### config.mk
export PLATFORM = sky130hd
export DESIGN_NAME = dsi_spi_regfile
export DESIGN_NICKNAME = d
export VERILOG_FILES = /design/src/rtl/dsi_pkg.sv /design/src/rtl/dsi_in_sync.sv /design/src/rtl/dsi_framer.sv /design/src/rtl/dsi_regbank.sv /design/src/rtl/dsi_spi_regfile.sv
export SDC_FILE = /design/constraint.sdc
export NUM_CORES = 1
export LEC_CHECK = 0
export CAP_MARGIN = 15
export CORE_UTILIZATION = 25
export CTS_BUF_LIST = sky130_fd_sc_hd__clkbuf_4 sky130_fd_sc_hd__clkbuf_8
export DETAILED_ROUTE_END_ITERATION = 8
export PLACE_DENSITY = 0.39
export SYNTH_ARGS = -nofsm -noshare
export SYNTH_HDL_FRONTEND = slang
export SYNTH_SLANG_ARGS = --single-unit
### constraint.sdc
create_clock -name clk -period 4.3 [get_ports clk]
set_input_delay 0.43 -clock clk [delete_from_list [all_inputs] [get_ports clk]]
set_output_delay 0.43 -clock clk [all_outputs]
set_load 0.01 [all_outputs]
### src/rtl/dsi_pkg.sv
// Package: shared address map and register-kind type for the discrete-input
// sensor SPI register slave. Addresses are fixed by the host software.
package dsi_pkg;
    localparam logic [6:0] ADDR_CTRL    = 7'h02;
    localparam logic [6:0] ADDR_MODE    = 7'h04;
    localparam logic [6:0] ADDR_STATE0  = 7'h10;
    localparam logic [6:0] ADDR_THR_GND = 7'h3A;
    localparam logic [6:0] ADDR_THR_SUP = 7'h3C;
    localparam logic [6:0] ADDR_WORD    = 7'h78;

    typedef enum logic [2:0] {
        K_NONE,
        K_CTRL,
        K_MODE,
        K_THR_GND,
        K_THR_SUP,
        K_STATE,
        K_WORD
    } reg_kind_e;
endpackage

### src/rtl/dsi_in_sync.sv
// Module: dsi_in_sync
// Brings the asynchronous SPI pins into the system clock domain through a
// STAGES-deep flop chain and derives single-cycle SCLK edge strobes.
// Assumes SCLK high and low phases each last at least STAGES+2 system clocks.
module dsi_in_sync #(
    parameter int STAGES = 2
) (
    input  logic clk,
    input  logic rst_n,
    input  logic sclk_i,
    input  logic mosi_i,
    input  logic cs_n_i,
    output logic sclk_rise,
    output logic sclk_fall,
    output logic mosi_s,
    output logic cs_act
);
    logic [STAGES-1:0] sclk_p;
    logic [STAGES-1:0] mosi_p;
    logic [STAGES-1:0] csn_p;
    logic              sclk_prev;

    // Synchronizer chains plus the delayed SCLK used for edge detection.
    always_ff @(posedge clk) begin
        if (!rst_n) begin
            sclk_p    <= '0;
            mosi_p    <= '0;
            csn_p     <= '1;
            sclk_prev <= 1'b0;
        end else begin
            sclk_p    <= {sclk_p[STAGES-2:0], sclk_i};
            mosi_p    <= {mosi_p[STAGES-2:0], mosi_i};
            csn_p     <= {csn_p[STAGES-2:0], cs_n_i};
            sclk_prev <= sclk_p[STAGES-1];
        end
    end

    assign sclk_rise = sclk_p[STAGES-1] & ~sclk_prev;
    assign sclk_fall = ~sclk_p[STAGES-1] & sclk_prev;
    assign mosi_s    = mosi_p[STAGES-1];
    assign cs_act    = ~csn_p[STAGES-1];
endmodule

### src/rtl/dsi_framer.sv
// Module: dsi_framer
// Mode-0 bit/byte framing: shifts MOSI in on SCLK rises, reports each
// completed byte with its index in the frame, and shifts the byte offered on
// tx_byte out on MISO, changing only on SCLK falls. Chip select inactive
// clears all frame state, so a partial frame leaves nothing behind.
module dsi_framer #(
    parameter int IDX_W = 3
) (
    input  logic             clk,
    input  logic             rst_n,
    input  logic             sclk_rise,
    input  logic             sclk_fall,
    input  logic             mosi_s,
    input  logic             cs_act,
    input  logic [7:0]       tx_byte,
    output logic             byte_done,
    output logic [7:0]       rx_byte,
    output logic [IDX_W-1:0] byte_idx,
    output logic             miso
);
    localparam logic [IDX_W-1:0] IDX_MAX = '1;

    logic [2:0] bit_cnt;
    logic [6:0] rx_sr;
    logic [7:0] tx_sr;

    assign byte_done = cs_act & sclk_rise & (bit_cnt == 3'd7);
    assign rx_byte   = {rx_sr, mosi_s};

    // Receive shifter, bit counter and byte index, all cleared outside a frame.
    always_ff @(posedge clk) begin
        if (!rst_n) begin
            bit_cnt  <= '0;
            rx_sr    <= '0;
            byte_idx <= '0;
        end else if (!cs_act) begin
            bit_cnt  <= '0;
            rx_sr    <= '0;
            byte_idx <= '0;
        end else if (sclk_rise) begin
            rx_sr   <= rx_byte[6:0];
            bit_cnt <= bit_cnt + 3'd1;
            if (byte_done && byte_idx != IDX_MAX) begin
                byte_idx <= byte_idx + 1'b1;
            end
        end
    end

    // Transmit shifter: loads a new byte on the fall that follows a byte boundary.
    always_ff @(posedge clk) begin
        if (!rst_n) begin
            tx_sr <= '0;
            miso  <= 1'b0;
        end else if (!cs_act) begin
            tx_sr <= '0;
            miso  <= 1'b0;
        end else if (sclk_fall) begin
            if (bit_cnt == 3'd0 && byte_idx != '0) begin
                miso  <= tx_byte[7];
                tx_sr <= {tx_byte[6:0], 1'b0};
            end else begin
                miso  <= tx_sr[7];
                tx_sr <= {tx_sr[6:0], 1'b0};
            end
        end
    end

    // MISO is driven low once the slave is deselected.
    a_r3_miso_idle: assert property (@(posedge clk) disable iff (!rst_n)
        !cs_act |=> !miso);
    // MISO holds its value in every cycle without a falling SCLK edge.
    a_r12_miso_on_fall: assert property (@(posedge clk) disable iff (!rst_n)
        (cs_act && !sclk_fall) |=> $stable(miso));
    // a deselect restarts byte numbering for the next frame.
    a_r9_idx_restart: assert property (@(posedge clk) disable iff (!rst_n)
        !cs_act |=> (byte_idx == '0));
endmodule

### src/rtl/dsi_regbank.sv
// Module: dsi_regbank
// Register storage, address decode, write commit and read-data selection.
// Assumes NCH is a multiple of 8 no larger than 64, so one byte holds all
// bank mode bits. Channel inputs are synchronized and snapshotted at the end
// of each command byte.
module dsi_regbank
    import dsi_pkg::*;
#(
    parameter int          NCH     = 32,
    parameter int          IDX_W   = 3,
    parameter logic [15:0] THR_RST = 16'h0206,
    localparam int         NBANK   = NCH / 8
) (
    input  logic             clk,
    input  logic             rst_n,
    input  logic             cs_act,
    input  logic             byte_done,
    input  logic [7:0]       rx_byte,
    input  logic [IDX_W-1:0] byte_idx,
    input  logic [NCH-1:0]   chan_i,
    output logic [7:0]       tx_byte,
    output logic             test_mode,
    output logic [NBANK-1:0] sense_mode,
    output logic [15:0]      thr_gnd,
    output logic [15:0]      thr_sup
);
    logic [6:0]       addr_q;
    logic             rd_q;
    logic [7:0]       wbuf_q;
    logic [1:0]       ctrl_q;
    logic [NBANK-1:0] mode_q;
    logic [15:0]      thr_g_q;
    logic [15:0]      thr_s_q;
    logic [NCH-1:0]   chan_m;
    logic [NCH-1:0]   chan_s;
    logic [NCH-1:0]   snap_q;
    reg_kind_e        kind;
    logic [7:0]       bank_byte;
    logic [7:0]       mode_byte;
    logic [7:0]       word_byte;
    logic [IDX_W-1:0] rd_k;
    logic             wr8;
    logic             wr16;

    // Address decode of the latched command into a register kind and bank byte.
    always_comb begin
        kind      = K_NONE;
        bank_byte = '0;
        unique case (addr_q)
            ADDR_CTRL:    kind = K_CTRL;
            ADDR_MODE:    kind = K_MODE;
            ADDR_THR_GND: kind = K_THR_GND;
            ADDR_THR_SUP: kind = K_THR_SUP;
            ADDR_WORD:    kind = K_WORD;
            default:      kind = K_NONE;
        endcase
        for (int b = 0; b < NBANK; b++) begin
            if (addr_q == ADDR_STATE0 + 7'(2 * b)) begin
                kind      = K_STATE;
                bank_byte = snap_q[8*b +: 8];
            end
        end
    end

    assign wr8  = byte_done && !rd_q && (byte_idx == IDX_W'(1))
                  && (kind == K_CTRL || kind == K_MODE);
    assign wr16 = byte_done && !rd_q && (byte_idx == IDX_W'(2))
                  && (kind == K_THR_GND || kind == K_THR_SUP);

    // Channel input synchronizer.
    always_ff @(posedge clk) begin
        if (!rst_n) begin
            chan_m <= '0;
            chan_s <= '0;
        end else begin
            chan_m <= chan_i;
            chan_s <= chan_m;
        end
    end

    // Per-frame state: command latch, channel snapshot, first write byte.
    always_ff @(posedge clk) begin
        if (!rst_n) begin
            addr_q <= '0;
            rd_q   <= 1'b0;
            wbuf_q <= '0;
            snap_q <= '0;
        end else if (byte_done) begin
            if (byte_idx == '0) begin
                rd_q   <= rx_byte[7];
                addr_q <= rx_byte[6:0];
                snap_q <= chan_s;
            end else if (byte_idx == IDX_W'(1)) begin
                wbuf_q <= rx_byte;
            end
        end
    end

    // Configuration registers, with soft reset taking precedence over writes.
    always_ff @(posedge clk) begin
        if (!rst_n) begin
            ctrl_q  <= '0;
            mode_q  <= '0;
            thr_g_q <= THR_RST;
            thr_s_q <= THR_RST;
        end else if (wr8 && kind == K_CTRL) begin
            ctrl_q <= rx_byte[1:0];
            if (rx_byte[1]) begin
                mode_q  <= '0;
                thr_g_q <= THR_RST;
                thr_s_q <= THR_RST;
            end
        end else if (!ctrl_q[1]) begin
            if (wr8 && kind == K_MODE) begin
                mode_q <= rx_byte[NBANK-1:0];
            end
            if (wr16 && kind == K_THR_GND) begin
                thr_g_q <= {wbuf_q, rx_byte};
            end
            if (wr16 && kind == K_THR_SUP) begin
                thr_s_q <= {wbuf_q, rx_byte};
            end
        end
    end

    // Read data selection: byte k of the addressed register, big-endian.
    always_comb begin
        rd_k      = byte_idx - IDX_W'(1);
        mode_byte = '0;
        mode_byte[NBANK-1:0] = mode_q;
        word_byte = '0;
        for (int b = 0; b < NBANK; b++) begin
            if (rd_k == IDX_W'(b)) begin
                word_byte = snap_q[8*(NBANK-1-b) +: 8];
            end
        end
        tx_byte = '0;
        if (rd_q) begin
            unique case (kind)
                K_CTRL:    tx_byte = (rd_k == '0) ? {6'b0, ctrl_q} : 8'h00;
                K_MODE:    tx_byte = (rd_k == '0) ? mode_byte : 8'h00;
                K_THR_GND: tx_byte = (rd_k == '0) ? thr_g_q[15:8] :
                                     (rd_k == IDX_W'(1)) ? thr_g_q[7:0] : 8'h00;
                K_THR_SUP: tx_byte = (rd_k == '0) ? thr_s_q[15:8] :
                                     (rd_k == IDX_W'(1)) ? thr_s_q[7:0] : 8'h00;
                K_STATE:   tx_byte = (rd_k == '0) ? bank_byte : 8'h00;
                K_WORD:    tx_byte = word_byte;
                default:   tx_byte = 8'h00;
            endcase
        end
    end

    assign test_mode  = ctrl_q[0];
    assign sense_mode = mode_q;
    assign thr_gnd    = thr_g_q;
    assign thr_sup    = thr_s_q;

    // registers leave reset at their defined defaults.
    a_r3_reset_values: assert property (@(posedge clk) disable iff (!rst_n)
        $past(!rst_n) |-> (thr_g_q == THR_RST && thr_s_q == THR_RST
                           && mode_q == '0 && ctrl_q == '0));
    // while soft reset is held, the other registers stay at defaults.
    a_r10_srst_hold: assert property (@(posedge clk) disable iff (!rst_n)
        ctrl_q[1] |-> (mode_q == '0 && thr_g_q == THR_RST && thr_s_q == THR_RST));
    // threshold words move only on a completed two-byte write or soft reset.
    a_r6_thr_commit_only: assert property (@(posedge clk) disable iff (!rst_n)
        (!wr16 && !wr8) |=> ($stable(thr_g_q) && $stable(thr_s_q)));
    // no register write happens outside a selected frame.
    a_r9_commit_in_frame: assert property (@(posedge clk) disable iff (!rst_n)
        (wr8 || wr16) |-> cs_act);
    // unmapped addresses read as zero.
    a_r11_unmapped_zero: assert property (@(posedge clk) disable iff (!rst_n)
        (kind == K_NONE) |-> (tx_byte == 8'h00));
endmodule

### src/rtl/dsi_spi_regfile.sv
// Module: dsi_spi_regfile (top)
// SPI mode-0 register slave for a discrete-input threshold sensor: pin
// synchronizer, byte framer and register bank. All logic runs on clk; the
// SPI pins are oversampled, so SCLK must be slow against clk.
module dsi_spi_regfile #(
    parameter int          NCH         = 32,
    parameter int          SYNC_STAGES = 2,
    parameter logic [15:0] THR_RST     = 16'h0206,
    localparam int         NBANK       = NCH / 8
) (
    input  logic             clk,
    input  logic             rst_n,
    input  logic             spi_sclk,
    input  logic             spi_cs_n,
    input  logic             spi_mosi,
    output logic             spi_miso,
    input  logic [NCH-1:0]   chan_in,
    output logic             test_mode,
    output logic [NBANK-1:0] sense_mode,
    output logic [15:0]      thr_gnd,
    output logic [15:0]      thr_sup
);
    localparam int IDX_W = 3;

    logic             sclk_rise;
    logic             sclk_fall;
    logic             mosi_s;
    logic             cs_act;
    logic             byte_done;
    logic [7:0]       rx_byte;
    logic [7:0]       tx_byte;
    logic [IDX_W-1:0] byte_idx;

    dsi_in_sync #(.STAGES(SYNC_STAGES)) u_sync (
        .clk       (clk),
        .rst_n     (rst_n),
        .sclk_i    (spi_sclk),
        .mosi_i    (spi_mosi),
        .cs_n_i    (spi_cs_n),
        .sclk_rise (sclk_rise),
        .sclk_fall (sclk_fall),
        .mosi_s    (mosi_s),
        .cs_act    (cs_act)
    );

    dsi_framer #(.IDX_W(IDX_W)) u_framer (
        .clk       (clk),
        .rst_n     (rst_n),
        .sclk_rise (sclk_rise),
        .sclk_fall (sclk_fall),
        .mosi_s    (mosi_s),
        .cs_act    (cs_act),
        .tx_byte   (tx_byte),
        .byte_done (byte_done),
        .rx_byte   (rx_byte),
        .byte_idx  (byte_idx),
        .miso      (spi_miso)
    );

    dsi_regbank #(.NCH(NCH), .IDX_W(IDX_W), .THR_RST(THR_RST)) u_regs (
        .clk        (clk),
        .rst_n      (rst_n),
        .cs_act     (cs_act),
        .byte_done  (byte_done),
        .rx_byte    (rx_byte),
        .byte_idx   (byte_idx),
        .chan_i     (chan_in),
        .tx_byte    (tx_byte),
        .test_mode  (test_mode),
        .sense_mode (sense_mode),
        .thr_gnd    (thr_gnd),
        .thr_sup    (thr_sup)
    );
endmodule

; ---- Yosys cells after proc, flatten, opt, wreduce, memory -nomap -nowiden
; Index checks and enable logic that the tools add are counted.
[totals]
out_inout_bits = 38
ff_bits = 179
elab_cells = 118
in_bits = 37
[classes]
bitwise_logic = 9
mux = 35
eq_ne = 24
addsub = 3
reduce_logical = 28
[ops]
columns = op, count
row1 = $mux W8, 15
row2 = $mux W16, 7
row3 = $pmux W8 S6, 1
row4 = $eq A7 B5 Y1 const B, 4
row5 = $mux W4, 5
row6 = $eq A3 B2 Y1 const B, 5
row7 = $pmux W3 S5, 1
row8 = $eq A7 B6 Y1 const B, 2
row9 = $eq A3 B3 Y1 const B, 4
row10 = $mux W3, 4
row11 = $reduce_and A3 Y1, 4
row12 = $logic_and A1 B1 Y1, 11
row13 = $eq A3 B1 Y1 const B, 3
row14 = $logic_not A3 Y1, 3
row15 = $eq A7 B2 Y1 const B, 1
row16 = $eq A7 B3 Y1 const B, 1
row17 = $eq A7 B7 Y1 const B, 1
row18 = $add A3 B1 Y3 const B, 2
row19 = $reduce_bool A2 Y1, 3
row20 = $not A1 Y1, 5
row21 = $and A1 B1 Y1, 4
row22 = $ne A2 B2 Y1 const B, 2
row23 = $reduce_and A2 Y1, 2
row24 = $ne A3 B3 Y1 const B, 1
row25 = 7 further kinds, 8

; ---- Depth between registers and ports, before layout
[logic_depth]
ltp_word = 13
mapped_depth = 9
depth_no_buf = 8

; ---- Modules after synthesis
; A second synthesis with hierarchy kept.
[unflattened]
hier_cells = 782
area_unflattened_um2 = 7392.1
[by_module_without_submodules]
columns = module, area_each_um2, n_inst, seq_area_each_um2, cells_each
row1 = dsi_regbank, 6124.6, 1, 3002.9, 652
row2 = dsi_framer, 1067.3, 1, 420.4, 113
row3 = dsi_in_sync, 200.2, 1, 140.1, 17

; ---- Worst setup path after synthesis
; Ideal clock, no wire load.
[synth_path]
path_kind = flip-flop to flip-flop
from = register u_framer.byte_idx[1]
to = register u_regs.thr_g_q[10], in the netlist u_regs.thr_gnd[10]
arrival_ns = 1.978
path_stages_with_launch = 9
setup_ns = 0.117
path_slack_ns = 2.205
path_cell_list = dfxtp_1 -> inv_1 -> ha_1 -> or4b_4 -> nor3_2 -> a31oi_1 -> o21a_1 -> buf_2 -> a22o_1
[synth_between]
elab_chain_len = 6
elab_cells_between_ends = 13
classes_between = 4 x eq/ne / 1 x mux / 8 x reduce/logical
[synth_rtl]
columns = item, line
row1 = start: declaration, dsi_framer.sv:18  ; output logic [IDX_W-1:0] byte_idx,
row2 = start signal: assignment, dsi_framer.sv:44  ; byte_idx <= byte_idx + 1'b1;
row3 = $eq A3 B1 Y1 or $eq A3 B2 Y1 (tied branches), "dsi_regbank.sv:65, dsi_regbank.sv:67"
row4 = "$logic_and A1 B1 Y1, on equally long branches", "dsi_regbank.sv:65, dsi_regbank.sv:67"
row5 = "$logic_and A1 B1 Y1, on equally long branches", "dsi_regbank.sv:66, dsi_regbank.sv:68"
row6 = "$logic_and A1 B1 Y1, on equally long branches", "dsi_regbank.sv:106, dsi_regbank.sv:117"
row7 = $ne A2 B2 Y1 (no source line) or $reduce_bool A2 Y1 (tied branches), n/a
row8 = $reduce_and A3 Y1 (no source line), n/a
row9 = end signal: assignment, dsi_regbank.sv:118  ; thr_g_q <= {wbuf_q, rx_byte};
row10 = end: declaration, dsi_regbank.sv:32  ; logic [15:0] thr_g_q;
; Several ways; a longest one is shown, not always the timed one.
; A chain may end at the register's enable or synchronous reset.

; ---- Worst setup path after layout
[layout_path]
from = register u_framer.bit_cnt[0]
to = register u_regs.thr_s_q[1], in the netlist u_regs.thr_sup[1]
[layout_between]
elab_chain_len = 8
elab_cells_between_ends = 14
classes_between = 3 x eq/ne / 1 x mux / 1 x bitwise / 9 x reduce/logical
[layout_rtl]
columns = item, line
row1 = start: declaration, dsi_framer.sv:23  ; logic [2:0] bit_cnt;
row2 = start signal: assignment, dsi_framer.sv:42  ; bit_cnt <= bit_cnt + 3'd1;
row3 = $eq A3 B3 Y1 (*), dsi_framer.sv:27  ; assign byte_done = cs_act & sclk_rise & (bit_cnt == 3'd7);
row4 = $and A1 B1 Y1 (*), dsi_framer.sv:27
row5 = $logic_and A1 B1 Y1 (*), "dsi_regbank.sv:65, dsi_regbank.sv:67"
row6 = "$logic_and A1 B1 Y1, on equally long branches", "dsi_regbank.sv:65, dsi_regbank.sv:67"
row7 = "$logic_and A1 B1 Y1, on equally long branches", "dsi_regbank.sv:66, dsi_regbank.sv:68"
row8 = "$logic_and A1 B1 Y1, on equally long branches", "dsi_regbank.sv:106, dsi_regbank.sv:120"
row9 = $ne A2 B2 Y1 (no source line) or $reduce_bool A2 Y1 (tied branches), n/a
row10 = $reduce_and A3 Y1 (no source line), n/a
row11 = end signal: assignment, dsi_regbank.sv:121  ; thr_s_q <= {wbuf_q, rx_byte};
row12 = end: declaration, dsi_regbank.sv:33  ; logic [15:0] thr_s_q;
; Mark *: on every way between the ends. The rest lies on a longest branch, timed or not.

==> results.md <==
* Grt ovf at 0
* Ys async rst share at 0
* Fin nets at 874
* Detailed-route DRC error count at 0
* PD cells at 343 mW/mm^2
* Crit path kind: flip-flop to flip-flop
* Hold WS at roughly 0.43 ns
* Num ports at 75
* Post-synth EDFFs at 0
* Fraction of synthesized cell area in xor and xnor cells at 0.00122
* Worst-path fanout max at 14
* Worst-skew pair later-pin latency at between 0.4 and 0.5 ns
* CP peak stage delay at about 0.79 ns
* Port buffer count at 74
* # clock sinks at approximately 180
* Adder-Cell Fraction of Synth Area at 0.0192
* Vias at about 5,600
* Remaining antenna violation count at 0
* # Max-Cap Violations at 0
* Critical Path End Type: flip-flop
* Avg Cell Area, Syn at 9.26 sq um
* FILL cells at 2,992
* Core area at between 0.02 and 0.03 sq mm
* Peak supply drop at 191 uV
* Chip width at about 170 microns
* Largest family of logic cells by synthesized area: simple AND/OR/NAND/NOR gates
* Area Growth Syn to Fin at 21.1%
* Fmax at approximately 0.38 GHz
* Syn Inst Count at between 700 and 800
* Initial antenna violation count at 0
* Initial core utilization at 0.256
* Most Frequent Cell on Critical Path: ha_1
* Max Root-Sink Buffers at 2
* Clock Tree Root: clkbuf_8
* Hold Vio Cnt, Final at 0
* P_leak at 2.99 nW
* Relative slew slack at 0.419
* Prevailing post-synth register cell: dfxtp_1
* CTS tree: yes
* Worst slew pin tran at roughly 0.87 ns
* Tcrit/Tclk final at 0.615
* Largest net degree at the start of global routing at 80
* Post-CTS sizing at 0
* Post-CTS Setup Bufs at 0
* Layout cells sized above 1 at 0.0656
* Syn. warnings at 0
* Multiplexer area fraction after synthesis at 0.0278
* Skew final at roughly 0.022 ns
* Synth Area in Simple Gates at 0.230
* Setup-failing EPs final at 0
* Seq cells post-synth at 178
* Worst Setup Start Kind: flip-flop
* Slowest cell on the critical path: nor4_4
* Flop2flop setup slack at between 1.5 and 2 ns
* Outcome: complete, no violations
* Crit path DAT at just under 3 ns
* Vias in the first global route at 5,567
* CP top delay family: simple AND/OR/NAND/NOR gates
* Gpl congestion at a little over 0.8
* DR pass1 iterations at 5
* Final HPWL DP at approximately 14 mm
* Vias per cell at 4.60
* Post-synth cell types at just over 60
* Rows at 61
* CP bufs+invs at 0
* Num CTS Buffers at 17
* Syn_nets at 821
* Post-synthesis compound-gate area fraction at 0.188
* Worst-path clk slew at ~0.1 ns
* Worst Path Required at between 4 and 5 ns
* Post-CTS Hold Fix Bufs at 0
* Worst-path cell chain: ha_1, ha_1, nand4bb_1, or3_1, nor4_4, a22oi_1
* Mapped Area at 0.00716 sq mm
* H-tree depth at 4
* Seq/Total Area, Yosys at 0.498
* Global-route wire length before repair at 32.1 mm
* RSZ-0062 raised after global routing: no
* Total wire length at between 20 and 25 mm
* Crit path time final at approximately 2.6 ns
* Antenna Cells at 0
* Die ar. at roughly 0.03 sq mm
* DR iter-0 viols at 374
* Hold WC Path Type: flip-flop to flip-flop
* Die H at roughly 170 microns
* Wirelength per Cell at between 15 and 20 microns
* All-Layer GR Usage at 0.145
* Max-slew violations at 0
* Post-route setup TNS at 0 ns
==> sequential cells by signal, indices dropped and copies added, names as in the netlist, 3 cells and up <==
signal	count
u_regs.chan_s	32
u_framer.bit_cnt	3
u_framer.tx_sr	7
u_regs.chan_m	32
u_framer.byte_idx	3
u_regs.thr_gnd	16
u_regs.wbuf_q	8
u_regs.addr_q	7
u_regs.snap_q	32
u_regs.thr_sup	16
u_regs.sense_mode	4
u_framer.rx_sr	7
==> synthesized netlist by cell type, drive strengths merged, types with 5 or more instances <==
cell / n / area share
o21a: 5 / 0.0052
o21ai: 33 / 0.023
or4b: 5 / 0.0075
mux2i: 12 / 0.017
dfxtp: 178 / 0.50
and2: 71 / 0.062
o211ai: 6 / 0.0070
a22oi: 12 / 0.013
nor2: 10 / 0.0052
clkbuf: 42 / 0.022
nand2b: 12 / 0.010
a211oi: 6 / 0.0063
nor2b: 27 / 0.024
nand2: 150 / 0.079
ha: 11 / 0.019
a22o: 29 / 0.035
a21oi: 24 / 0.017
nand3: 9 / 0.0063
a21boi: 40 / 0.042
nor3: 8 / 0.0077
buf: 8 / 0.0063
inv: 14 / 0.0073
==> cell usage in the layout, fill, tap and decap left out, types with 6 or more instances in the layout <==
cell,n
a211oi_1,6
a21oi_1,24
a22oi_1,12
a21boi_1,17
a22o_1,29
ha_1,11
clkdlybuf4s50_1,73
dfxtp_1,178
mux2i_1,12
buf_4,9
inv_1,14
o21ai_0,33
a21boi_0,23
nand2b_1,12
nor2_1,10
nor2b_1,27
nand3_1,9
nand2_1,150
clkbuf_8,19
and2_1,71
==> layer usage <==
| metal | up-vias | track usage | wire (microns) |
|---|---|---|---|
| li1 | 2776 | - | - |
| met1 | 2692 | 0.201 | 10100 |
| met2 | 115 | 0.226 | 9280 |
| met3 | 13 | 0.0288 | 747 |
| met4 | 0 | 0.0396 | 205 |
| met5 | - | 0 | 0 |
==> final cells by class <==
type / instances / area, sq um / share of cell area
Multi-Input combinational cell: 531 / 3350 / 0.386
Clock inverter: 12 / 141 / 0.0163
Tap cell: 378 / 473 / 0.0546
Timing Repair Buffer: 84 / 831 / 0.0958
Clock buffer: 19 / 262 / 0.0302
Inverter: 14 / 52.6 / 0.00606
Sequential cell: 178 / 3560 / 0.411
==> report_power, final <==
group / leakage (nW) / switching (mW) / internal, mW
clock network: 0.200 / 0.685 / 0.513
logic: 1.34 / 0.0367 / 0.0528
registers: 1.45 / 0.00987 / 1.68
total: 2.99 / 0.732 / 2.24
==> per-stage QoR <==
stage               worst slack (ns)  utilization  power (mW)  cell area, sq um  cells
CTS                             1.66        0.309        3.04              8640   1215
global placement                1.85        0.294        1.82              8240   1184
global route                    1.49        0.310        3.10              8670   1216
floorplan                       2.21            -        1.77              7160    773
detailed placement              1.73        0.294        1.82              8240   1184
finish                          1.66        0.310        2.98              8670   1216
==> kinds of logic (layout without fill, tap and decap cells) <==
group	after synthesis	in the layout
simple gates	314	314
flops	178	178
mux	16	16
fa+ha+maj	11	11
compound gates	189	189
xor+xnor	1	1
buf+inv	64	129
==> worst register-to-register path, stage by stage, from the launching register on <==
cell	delay, ns
dfxtp_1	0.37
ha_1	0.16
ha_1	0.14
nand4bb_1	0.26
or3_1	0.61
nor4_4	0.79
a22oi_1	0.15
==> worst paths after layout <==
kind,startpoint,endpoint,depth (start not counted)
hold reg to reg,u_sync.csn_p[0]$_SDFF_PN1_,u_sync.csn_p[1]$_SDFF_PN1_,1
setup reg to reg,u_framer.bit_cnt[0]$_SDFFE_PP0P_,u_regs.thr_sup[1]$_SDFFE_PN1P_,6
setup / recovery,u_framer.bit_cnt[0]$_SDFFE_PP0P_,u_regs.thr_sup[1]$_SDFFE_PN1P_,6
hold / removal,u_sync.csn_p[0]$_SDFF_PN1_,u_sync.csn_p[1]$_SDFF_PN1_,1
Power figures use the tool's default switching activity.
